`src/rtl/nxti_pkg.sv`:
```
// Shared encodings for the next-interrupt CSR logic.
// Assumes the standard two-bit privilege encoding.
package nxti_pkg;
    typedef enum logic [1:0] {
        PRV_U   = 2'd0,
        PRV_S   = 2'd1,
        PRV_RSV = 2'd2,
        PRV_M   = 2'd3
    } priv_e;

    localparam logic [11:0] ADDR_M_NXTI = 12'h345;
    localparam logic [11:0] ADDR_S_NXTI = 12'h145;
    localparam int unsigned STAT_W      = 5;
endpackage

```
`src/rtl/nxti_eval.sv`:
```
// Decides, combinationally, whether the pending interrupt may be serviced
// from within the running handler. Assumes the caller only consults the
// result for a legal M or S access.
module nxti_eval
    import nxti_pkg::*;
#(
    parameter int unsigned LVL_W  = 8,
    parameter int unsigned CODE_W = 12
) (
    input  logic [1:0]        cur_priv,
    input  logic              lvl_mode,
    input  logic [CODE_W-1:0] pend_code,
    input  logic [1:0]        pend_priv,
    input  logic [LVL_W-1:0]  pend_lvl,
    input  logic              pend_hwvec,
    input  logic [LVL_W-1:0]  m_prev_lvl,
    input  logic [LVL_W-1:0]  s_prev_lvl,
    input  logic [LVL_W-1:0]  m_thresh,
    input  logic [LVL_W-1:0]  s_thresh,
    output logic              svc
);
    logic [LVL_W-1:0] prev_sel;
    logic [LVL_W-1:0] thr_sel;
    logic [LVL_W-1:0] eff_lvl;

    // Pick the active mode's saved level and threshold.
    always_comb begin
        if (cur_priv == PRV_M) begin
            prev_sel = m_prev_lvl;
            thr_sel  = m_thresh;
        end else begin
            prev_sel = s_prev_lvl;
            thr_sel  = s_thresh;
        end
    end

    // Effective comparison level is the larger of the two.
    always_comb eff_lvl = (prev_sel > thr_sel) ? prev_sel : thr_sel;

    // All gating conditions for servicing a horizontal interrupt.
    always_comb begin
        svc = (pend_code != '0)
            && lvl_mode
            && (pend_priv == cur_priv)
            && !pend_hwvec
            && (pend_lvl > eff_lvl);
    end
endmodule

```
`src/rtl/nxti_addr.sv`:
```
// Forms the vector table entry address: base plus identifier times the
// register byte width. Assumes XLEN is a power of two of at least 8.
module nxti_addr #(
    parameter int unsigned XLEN = 32,
    parameter int unsigned ID_W = 12
) (
    input  logic [XLEN-1:0] vec_base,
    input  logic [ID_W-1:0] pend_id,
    output logic [XLEN-1:0] vec_addr
);
    localparam int unsigned SHIFT = $clog2(XLEN / 8);

    logic [XLEN-1:0] id_ext;

    // Zero-extend the identifier to the address width.
    always_comb id_ext = XLEN'(pend_id);

    // Scale the identifier by the entry size and add it to the base.
    always_comb vec_addr = vec_base + (id_ext << SHIFT);
endmodule

```
`src/rtl/nxti_state.sv`:
```
// Holds the registered response and the interrupt state that the CSR
// access updates. Assumes err is only meaningful when acc is high.
module nxti_state
    import nxti_pkg::*;
#(
    parameter int unsigned XLEN   = 32,
    parameter int unsigned LVL_W  = 8,
    parameter int unsigned CODE_W = 12
) (
    input  logic              clk,
    input  logic              rst_n,
    input  logic              acc,
    input  logic              err,
    input  logic              svc,
    input  logic              mode_m,
    input  logic              wr_en,
    input  logic [STAT_W-1:0] wr_bits,
    input  logic [XLEN-1:0]   vec_addr,
    input  logic [CODE_W-1:0] pend_code,
    input  logic [LVL_W-1:0]  pend_lvl,
    output logic              rsp_valid,
    output logic [XLEN-1:0]   rsp_data,
    output logic              rsp_err,
    output logic [STAT_W-1:0] stat_lo,
    output logic [LVL_W-1:0]  m_cur_lvl,
    output logic [LVL_W-1:0]  s_cur_lvl,
    output logic [CODE_W-1:0] m_code,
    output logic [CODE_W-1:0] s_code
);
    logic ok;
    logic take;

    always_comb ok   = acc && !err;
    always_comb take = ok && svc;

    // Register the response of the access.
    always_ff @(posedge clk) begin
        if (!rst_n) begin
            rsp_valid <= 1'b0;
            rsp_err   <= 1'b0;
            rsp_data  <= '0;
        end else begin
            rsp_valid <= acc;
            rsp_err   <= acc && err;
            rsp_data  <= take ? vec_addr : '0;
        end
    end

    // Set status bits selected by a masked write.
    always_ff @(posedge clk) begin
        if (!rst_n) begin
            stat_lo <= '0;
        end else if (ok && wr_en) begin
            stat_lo <= stat_lo | wr_bits;
        end
    end

    // Record the serviced interrupt for the executing mode.
    always_ff @(posedge clk) begin
        if (!rst_n) begin
            m_cur_lvl <= '0;
            s_cur_lvl <= '0;
            m_code    <= '0;
            s_code    <= '0;
        end else if (take) begin
            if (mode_m) begin
                m_cur_lvl <= pend_lvl;
                m_code    <= pend_code;
            end else begin
                s_cur_lvl <= pend_lvl;
                s_code    <= pend_code;
            end
        end
    end

    AST_ERR_FROZEN: assert property (@(posedge clk) disable iff (!rst_n)
        rsp_err |-> ($stable(stat_lo) && $stable(m_cur_lvl) && $stable(s_cur_lvl)
                     && $stable(m_code) && $stable(s_code) && rsp_data == '0));
    AST_STAT_NO_CLEAR: assert property (@(posedge clk) disable iff (!rst_n)
        rsp_valid |-> ((stat_lo & $past(stat_lo)) == $past(stat_lo)));
endmodule

```
`src/rtl/nxti_csr.sv`:
```
// Top of the next-interrupt CSR logic: decodes the access, checks
// legality, and combines the decision, address and state blocks.
// Assumes at most one CSR access per cycle; the evaluation uses the
// executing privilege's fields.
module nxti_csr
    import nxti_pkg::*;
#(
    parameter int unsigned XLEN   = 32,
    parameter int unsigned LVL_W  = 8,
    parameter int unsigned ID_W   = 12,
    parameter int unsigned CODE_W = 12
) (
    input  logic              clk,
    input  logic              rst_n,
    input  logic              csr_valid,
    input  logic [11:0]       csr_addr,
    input  logic [XLEN-1:0]   wdata,
    input  logic [XLEN-1:0]   wmask,
    input  logic [1:0]        cur_priv,
    input  logic              lvl_mode,
    input  logic [CODE_W-1:0] pend_code,
    input  logic [1:0]        pend_priv,
    input  logic [LVL_W-1:0]  pend_lvl,
    input  logic [ID_W-1:0]   pend_id,
    input  logic              pend_hwvec,
    input  logic [LVL_W-1:0]  m_prev_lvl,
    input  logic [LVL_W-1:0]  s_prev_lvl,
    input  logic [LVL_W-1:0]  m_thresh,
    input  logic [LVL_W-1:0]  s_thresh,
    input  logic [XLEN-1:0]   vec_base,
    output logic              rsp_valid,
    output logic [XLEN-1:0]   rsp_data,
    output logic              rsp_err,
    output logic [4:0]        stat_lo,
    output logic [LVL_W-1:0]  m_cur_lvl,
    output logic [LVL_W-1:0]  s_cur_lvl,
    output logic [CODE_W-1:0] m_code,
    output logic [CODE_W-1:0] s_code
);
    logic              hit_m;
    logic              hit_s;
    logic              acc;
    logic              err;
    logic              svc;
    logic              mode_m;
    logic              wr_en;
    logic [STAT_W-1:0] wr_bits;
    logic [XLEN-1:0]   vec_addr;

    // Address decode of the two next-interrupt CSRs.
    always_comb begin
        hit_m = (csr_addr == ADDR_M_NXTI);
        hit_s = (csr_addr == ADDR_S_NXTI);
        acc   = csr_valid && (hit_m || hit_s);
    end

    // Legality: no user or reserved access, machine CSR needs machine mode.
    always_comb begin
        err = (cur_priv == PRV_U) || (cur_priv == PRV_RSV)
           || (hit_m && cur_priv != PRV_M);
        mode_m = (cur_priv == PRV_M);
    end

    // Masked write toward the low status bits.
    always_comb begin
        wr_en   = (wmask != '0);
        wr_bits = wdata[STAT_W-1:0] & wmask[STAT_W-1:0];
    end

    nxti_eval #(.LVL_W(LVL_W), .CODE_W(CODE_W)) u_eval (
        .cur_priv   (cur_priv),
        .lvl_mode   (lvl_mode),
        .pend_code  (pend_code),
        .pend_priv  (pend_priv),
        .pend_lvl   (pend_lvl),
        .pend_hwvec (pend_hwvec),
        .m_prev_lvl (m_prev_lvl),
        .s_prev_lvl (s_prev_lvl),
        .m_thresh   (m_thresh),
        .s_thresh   (s_thresh),
        .svc        (svc)
    );

    nxti_addr #(.XLEN(XLEN), .ID_W(ID_W)) u_addr (
        .vec_base (vec_base),
        .pend_id  (pend_id),
        .vec_addr (vec_addr)
    );

    nxti_state #(.XLEN(XLEN), .LVL_W(LVL_W), .CODE_W(CODE_W)) u_state (
        .clk       (clk),
        .rst_n     (rst_n),
        .acc       (acc),
        .err       (err),
        .svc       (svc),
        .mode_m    (mode_m),
        .wr_en     (wr_en),
        .wr_bits   (wr_bits),
        .vec_addr  (vec_addr),
        .pend_code (pend_code),
        .pend_lvl  (pend_lvl),
        .rsp_valid (rsp_valid),
        .rsp_data  (rsp_data),
        .rsp_err   (rsp_err),
        .stat_lo   (stat_lo),
        .m_cur_lvl (m_cur_lvl),
        .s_cur_lvl (s_cur_lvl),
        .m_code    (m_code),
        .s_code    (s_code)
    );

    AST_USER_ILLEGAL: assert property (@(posedge clk) disable iff (!rst_n)
        (acc && cur_priv == PRV_U) |=> rsp_err);
    AST_M_FROM_S_ILLEGAL: assert property (@(posedge clk) disable iff (!rst_n)
        (csr_valid && hit_m && cur_priv == PRV_S) |=> rsp_err);
    AST_NO_SVC_ZERO: assert property (@(posedge clk) disable iff (!rst_n)
        (acc && !svc) |=> (rsp_data == '0 && $stable(m_cur_lvl) && $stable(s_cur_lvl)));
    AST_M_ABOVE_MAX: assert property (@(posedge clk) disable iff (!rst_n)
        (svc && cur_priv == PRV_M) |-> (pend_lvl > m_thresh && pend_lvl > m_prev_lvl));
    AST_PRIV_MATCH: assert property (@(posedge clk) disable iff (!rst_n)
        svc |-> (pend_priv == cur_priv && pend_code != '0 && lvl_mode && !pend_hwvec));
    AST_ONE_RSP: assert property (@(posedge clk) disable iff (!rst_n)
        !acc |=> !rsp_valid);
endmodule

```
`config.mk`:
```
export PLATFORM = sky130hd
export DESIGN_NAME = nxti_csr
export DESIGN_NICKNAME = d
export VERILOG_FILES = /design/src/rtl/nxti_pkg.sv /design/src/rtl/nxti_eval.sv /design/src/rtl/nxti_addr.sv /design/src/rtl/nxti_state.sv /design/src/rtl/nxti_csr.sv
export SDC_FILE = /design/constraint.sdc
export NUM_CORES = 1
export LEC_CHECK = 0
export ABC_CLOCK_PERIOD_IN_PS = 16000
export BUFFER_PORTS_ARGS = -buffer_cell sky130_fd_sc_hd__buf_2
export CORE_MARGIN = 5
export CORE_UTILIZATION = 30
export CTS_CLUSTER_SIZE = 20
export DETAILED_ROUTE_END_ITERATION = 16
export PLACE_DENSITY = 0.64
export SYNTH_ARGS = -nofsm -noshare
export SYNTH_HDL_FRONTEND = slang
export SYNTH_SLANG_ARGS = --single-unit
export TNS_END_PERCENT = 20
```
`constraint.sdc`:
```
create_clock -name clk -period 16 [get_ports clk]
set_input_delay 4.8 -clock clk [delete_from_list [all_inputs] [get_ports clk]]
set_output_delay 4.8 -clock clk [all_outputs]
set_load 0.05 [all_outputs]
```
==> results by group <==
Layout
  • Fillers: about 1400
  • Number of diodes: 0
  • Nets: between 900 and 1000
  • Synth-to-Final Area Change: 39.17%
  • Fraction of layout instances using a drive strength above 1: 0.3551

Power and ir drop
  • Sw Share: 0.2328
  • PD cells: ~87 mW/mm²
  • Logic pwr share: 0.156
  • Sw Pwr: 119.5 µW
  • Int Pwr: 393.7 µW
  • Leak: 0.002873 µW
  • Clock group share of total power: 0.460
  • Max VDD drop: ~67 µV
  • Seq pwr share: 0.383

Worst setup path
  • Reg2reg setup slack: around 15 ns
  • RR Startpoint: u_state.m_code[2]
  • Data arrival, critical path: 10.12 ns
  • Startpoint class of the critical path: primary input
  • Crit path launch: cur_priv[1]
  • Critical Path End Type: register
  • Reg-to-Reg End: u_state.m_code[2]
  • Worst EP required: 16.29 ns
  • Critical path class: in2reg
  • Crit-path max cell delay: about 0.72 ns
  • Worst path top cell family by delay: simple AND/OR/NAND/NOR gates
  • Worst setup path end: u_state.rsp_data[14]
  • CP Depth: 18
  • Reg2reg path depth: 2
  • Buf+Inv Stages, Crit Path: 2
  • Crit path cell chain: buf_2 -> nand2_1 -> mux2i_1 -> inv_1 -> ha_1 -> a21o_1 -> a21o_1 -> a21oi_1 -> o21ai_0 -> o21ai_1 -> mux2_2 -> ha_1 -> and4b_1 -> a211oi_1 -> o221a_2 -> nor4_2 -> nand2_1 -> and4b_1
  • CP max stage cell: nand2_1
  • Peak fanout along the critical path: 29

Yosys
  • Post-synthesis sequential area ratio: 0.3731
  • Synthesized flop and latch total: 79
  • Mapped cell area: ~0.0042 mm²
  • Share of synthesized registers carrying an async set or reset: 0
  • Post-Syn Nets: between 700 and 800
  • Syn avg cell area: approximately 8.4 µm²
  • Number of enable flip-flop cells after synthesis: 0
  • Post-synth cell types: 50
  • Synth Warn #: 0
  • Synth Instances: a little over 500
  • Primary FF master, synth: dfxtp_1

Clock network
  • Reg clk slew, reported paths: 0.06 ns
  • H-tree depth: 3
  • Clock root buffer: clkbuf_16
  • Num CTS Buffers: 9
  • Clock Latency Late Sink: 0.34 ns
  • CTS hold repair buffers: 0
  • Clk sinks: 79
  • Clk buf depth: 2
  • Post-CTS sizing: 0
  • CTS tree: done
  • Setup Fix Bufs, Post-CTS: 0

STA
  • Worst-margin pin slew: about 0.99 ns
  • RSZ-0062 raised after global routing: no
  • Max-slew headroom: 0.3353
  • Final setup vio count: 0
  • Fmax: just over 100 MHz
  • Clk_skew: 0 ns
  • Slew Limit Fails: 0
  • Final Worst Setup Slack: a little over 6 ns
  • Final hold viol count: 0
  • Setup TNS: 0 ns
  • Fin crit share: 0.6149
  • Crit path time final: 9.839 ns

Die
  • Initial Util: 0.3054
  • I/O pin cnt: 260
  • Die extent in x: roughly 130 µm
  • FP Rows: 43
  • Core area: between 0.01 and 0.015 mm²
  • Die area: about 0.017 mm²
  • Die Ht: ~130 µm

Placed design
  • DP Wirelength: roughly 10000 µm
  • GPL Wtd Cong: roughly 0.84
  • Pre-CTS WS: around 5.7 ns
  • # port buffers: 232

Route
  • Total wire length: 12930 µm
  • Antenna Nets Post-Route: 0
  • Average wire per standard cell: ~14 µm
  • Iteration count of the initial detailed-routing pass: 4
  • DRC errors left: 0
  • Via Count: 4278
  • Detailed Route Iter0 Violations: approximately 140
  • Vias per std cell: about 4.7

Global routing
  • Antenna violations before repair: 1
  • Grt ovf: 0
  • First-pass GRT wire length: between 15000 and 20000 µm
  • GRT Util Overall: 0.1512
  • Largest net degree at the start of global routing: 52
  • Vias in the first global route: 4170

Min path
  • Hold Path Class: reg2reg
  • Worst Hold Launch: u_state.s_code[0]

Run
  • Max-Cap Viols: 0

Status
  • Outcome: completed
## cell usage after synthesis, drive strengths merged, types with 5 or more instances
| library cell | n | share of area |
|---|---|---|
| mux2i | 17 | 0.040 |
| and3 | 5 | 0.0074 |
| mux2 | 7 | 0.019 |
| xor2 | 9 | 0.019 |
| xnor2 | 14 | 0.029 |
| nor2 | 40 | 0.036 |
| nand3 | 10 | 0.013 |
| o21ai | 11 | 0.013 |
| buf | 8 | 0.0094 |
| a21oi | 20 | 0.024 |
| ha | 28 | 0.083 |
| clkbuf | 9 | 0.0080 |
| dfxtp | 79 | 0.37 |
| o21a | 8 | 0.014 |
| nor4 | 14 | 0.026 |
| nand4 | 8 | 0.012 |
| a21o | 5 | 0.0089 |
| a211oi | 5 | 0.0089 |
| inv | 21 | 0.019 |
| nand2 | 105 | 0.093 |
| a21boi | 42 | 0.074 |
## area by class of cell
class / count / area [µm²] / share of cell area
Sequential cell: 79 / 1582 / 0.2681
Inverter: 21 / 78.83 / 0.01336
Timing Repair Buffer: 233 / 1169 / 0.1981
Clock buffer: 13 / 250.2 / 0.04242
Clock inverter: 3 / 90.09 / 0.01527
Multi-Input combinational cell: 386 / 2505 / 0.4246
Tap cell: 180 / 225.2 / 0.03818
## metal layers
metal,part of all wire,global-route usage,vias up
li1,-,-,2192
met1,0.42,0.1722,1913
met2,0.46,0.2518,151
met3,0.11,0.06932,20
met4,0.016,0.05003,2
met5,0.00054,0,-
## worst register-to-register path: stages (launching register included)
cell,delay [ns]
dfxtp_1,0.36
nand2_1,0.06
a21boi_1,0.13
## power groups by stage
stage / logic [µW] / registers, µW / clock network [µW]
6_report: 80.3 / 197 / 236
5_1_grt: 90.3 / 197 / 254
4_1_cts: 80.6 / 197 / 244
3_5_place_dp: 80.1 / 201 / 0
3_3_place_gp: 79.4 / 201 / 0
2_1_floorplan: 47.9 / 201 / 0
## metrics by stage
step | hold WS, ns | instance area, µm² | cells | util | total power [µW]
floorplan | 0.6698 | 4239 | 503 | - | 248.9
CTS | 0.4483 | 5899 | 915 | 0.4250 | 521.0
finish | 0.4468 | 5899 | 915 | 0.4250 | 513.2
global route | 0.4634 | 5899 | 915 | 0.4250 | 540.9
detailed placement | 0.4401 | 5559 | 899 | 0.4005 | 281.1
global placement | 0.4347 | 5559 | 899 | 0.4005 | 280.4
## layout by cell type, fill, tap and decap left out, drive strengths merged, types with 10 or more instances in the layout
cell type,synthesis,layout
buf,8,233
nand2,105,105
dfxtp,79,79
a21boi,42,42
nor2,40,40
ha,28,28
inv,21,21
a21oi,20,20
mux2i,17,17
xnor2,14,14
nor4,14,14
clkbuf,9,13
o21ai,11,11
nand3,10,10
## sequential cells by signal (all words and copies together) (netlist names)
register,count
u_state.s_cur_lvl,8
u_state.rsp_err,1
u_state.rsp_valid,1
u_state.s_code,12
u_state.rsp_data,32
u_state.m_cur_lvl,8
u_state.m_code,12
u_state.stat_lo,5
## worst min-delay path by stage
| stage | to | depth (start not counted) |
|---|---|---|
| 3_5_place_dp | u_state.s_cur_lvl[5] | 2 |
| 3_3_place_gp | u_state.s_code[2] | 2 |
| 2_1_floorplan | u_state.m_code[0] | 2 |
| 6_report | u_state.s_code[0] | 2 |
| 5_1_grt | u_state.s_cur_lvl[3] | 2 |
| 4_1_cts | u_state.s_cur_lvl[5] | 2 |
## cells by family after synthesis
kind of cell	after synthesis	share of synthesized area
simple gates	209	0.2320
buf+inv	38	0.03601
flops	79	0.3731
xor+xnor	23	0.04752
fa+ha+maj	29	0.08737
compound gates	101	0.1653
mux	24	0.05874
(Power assumes the default switching activity.)
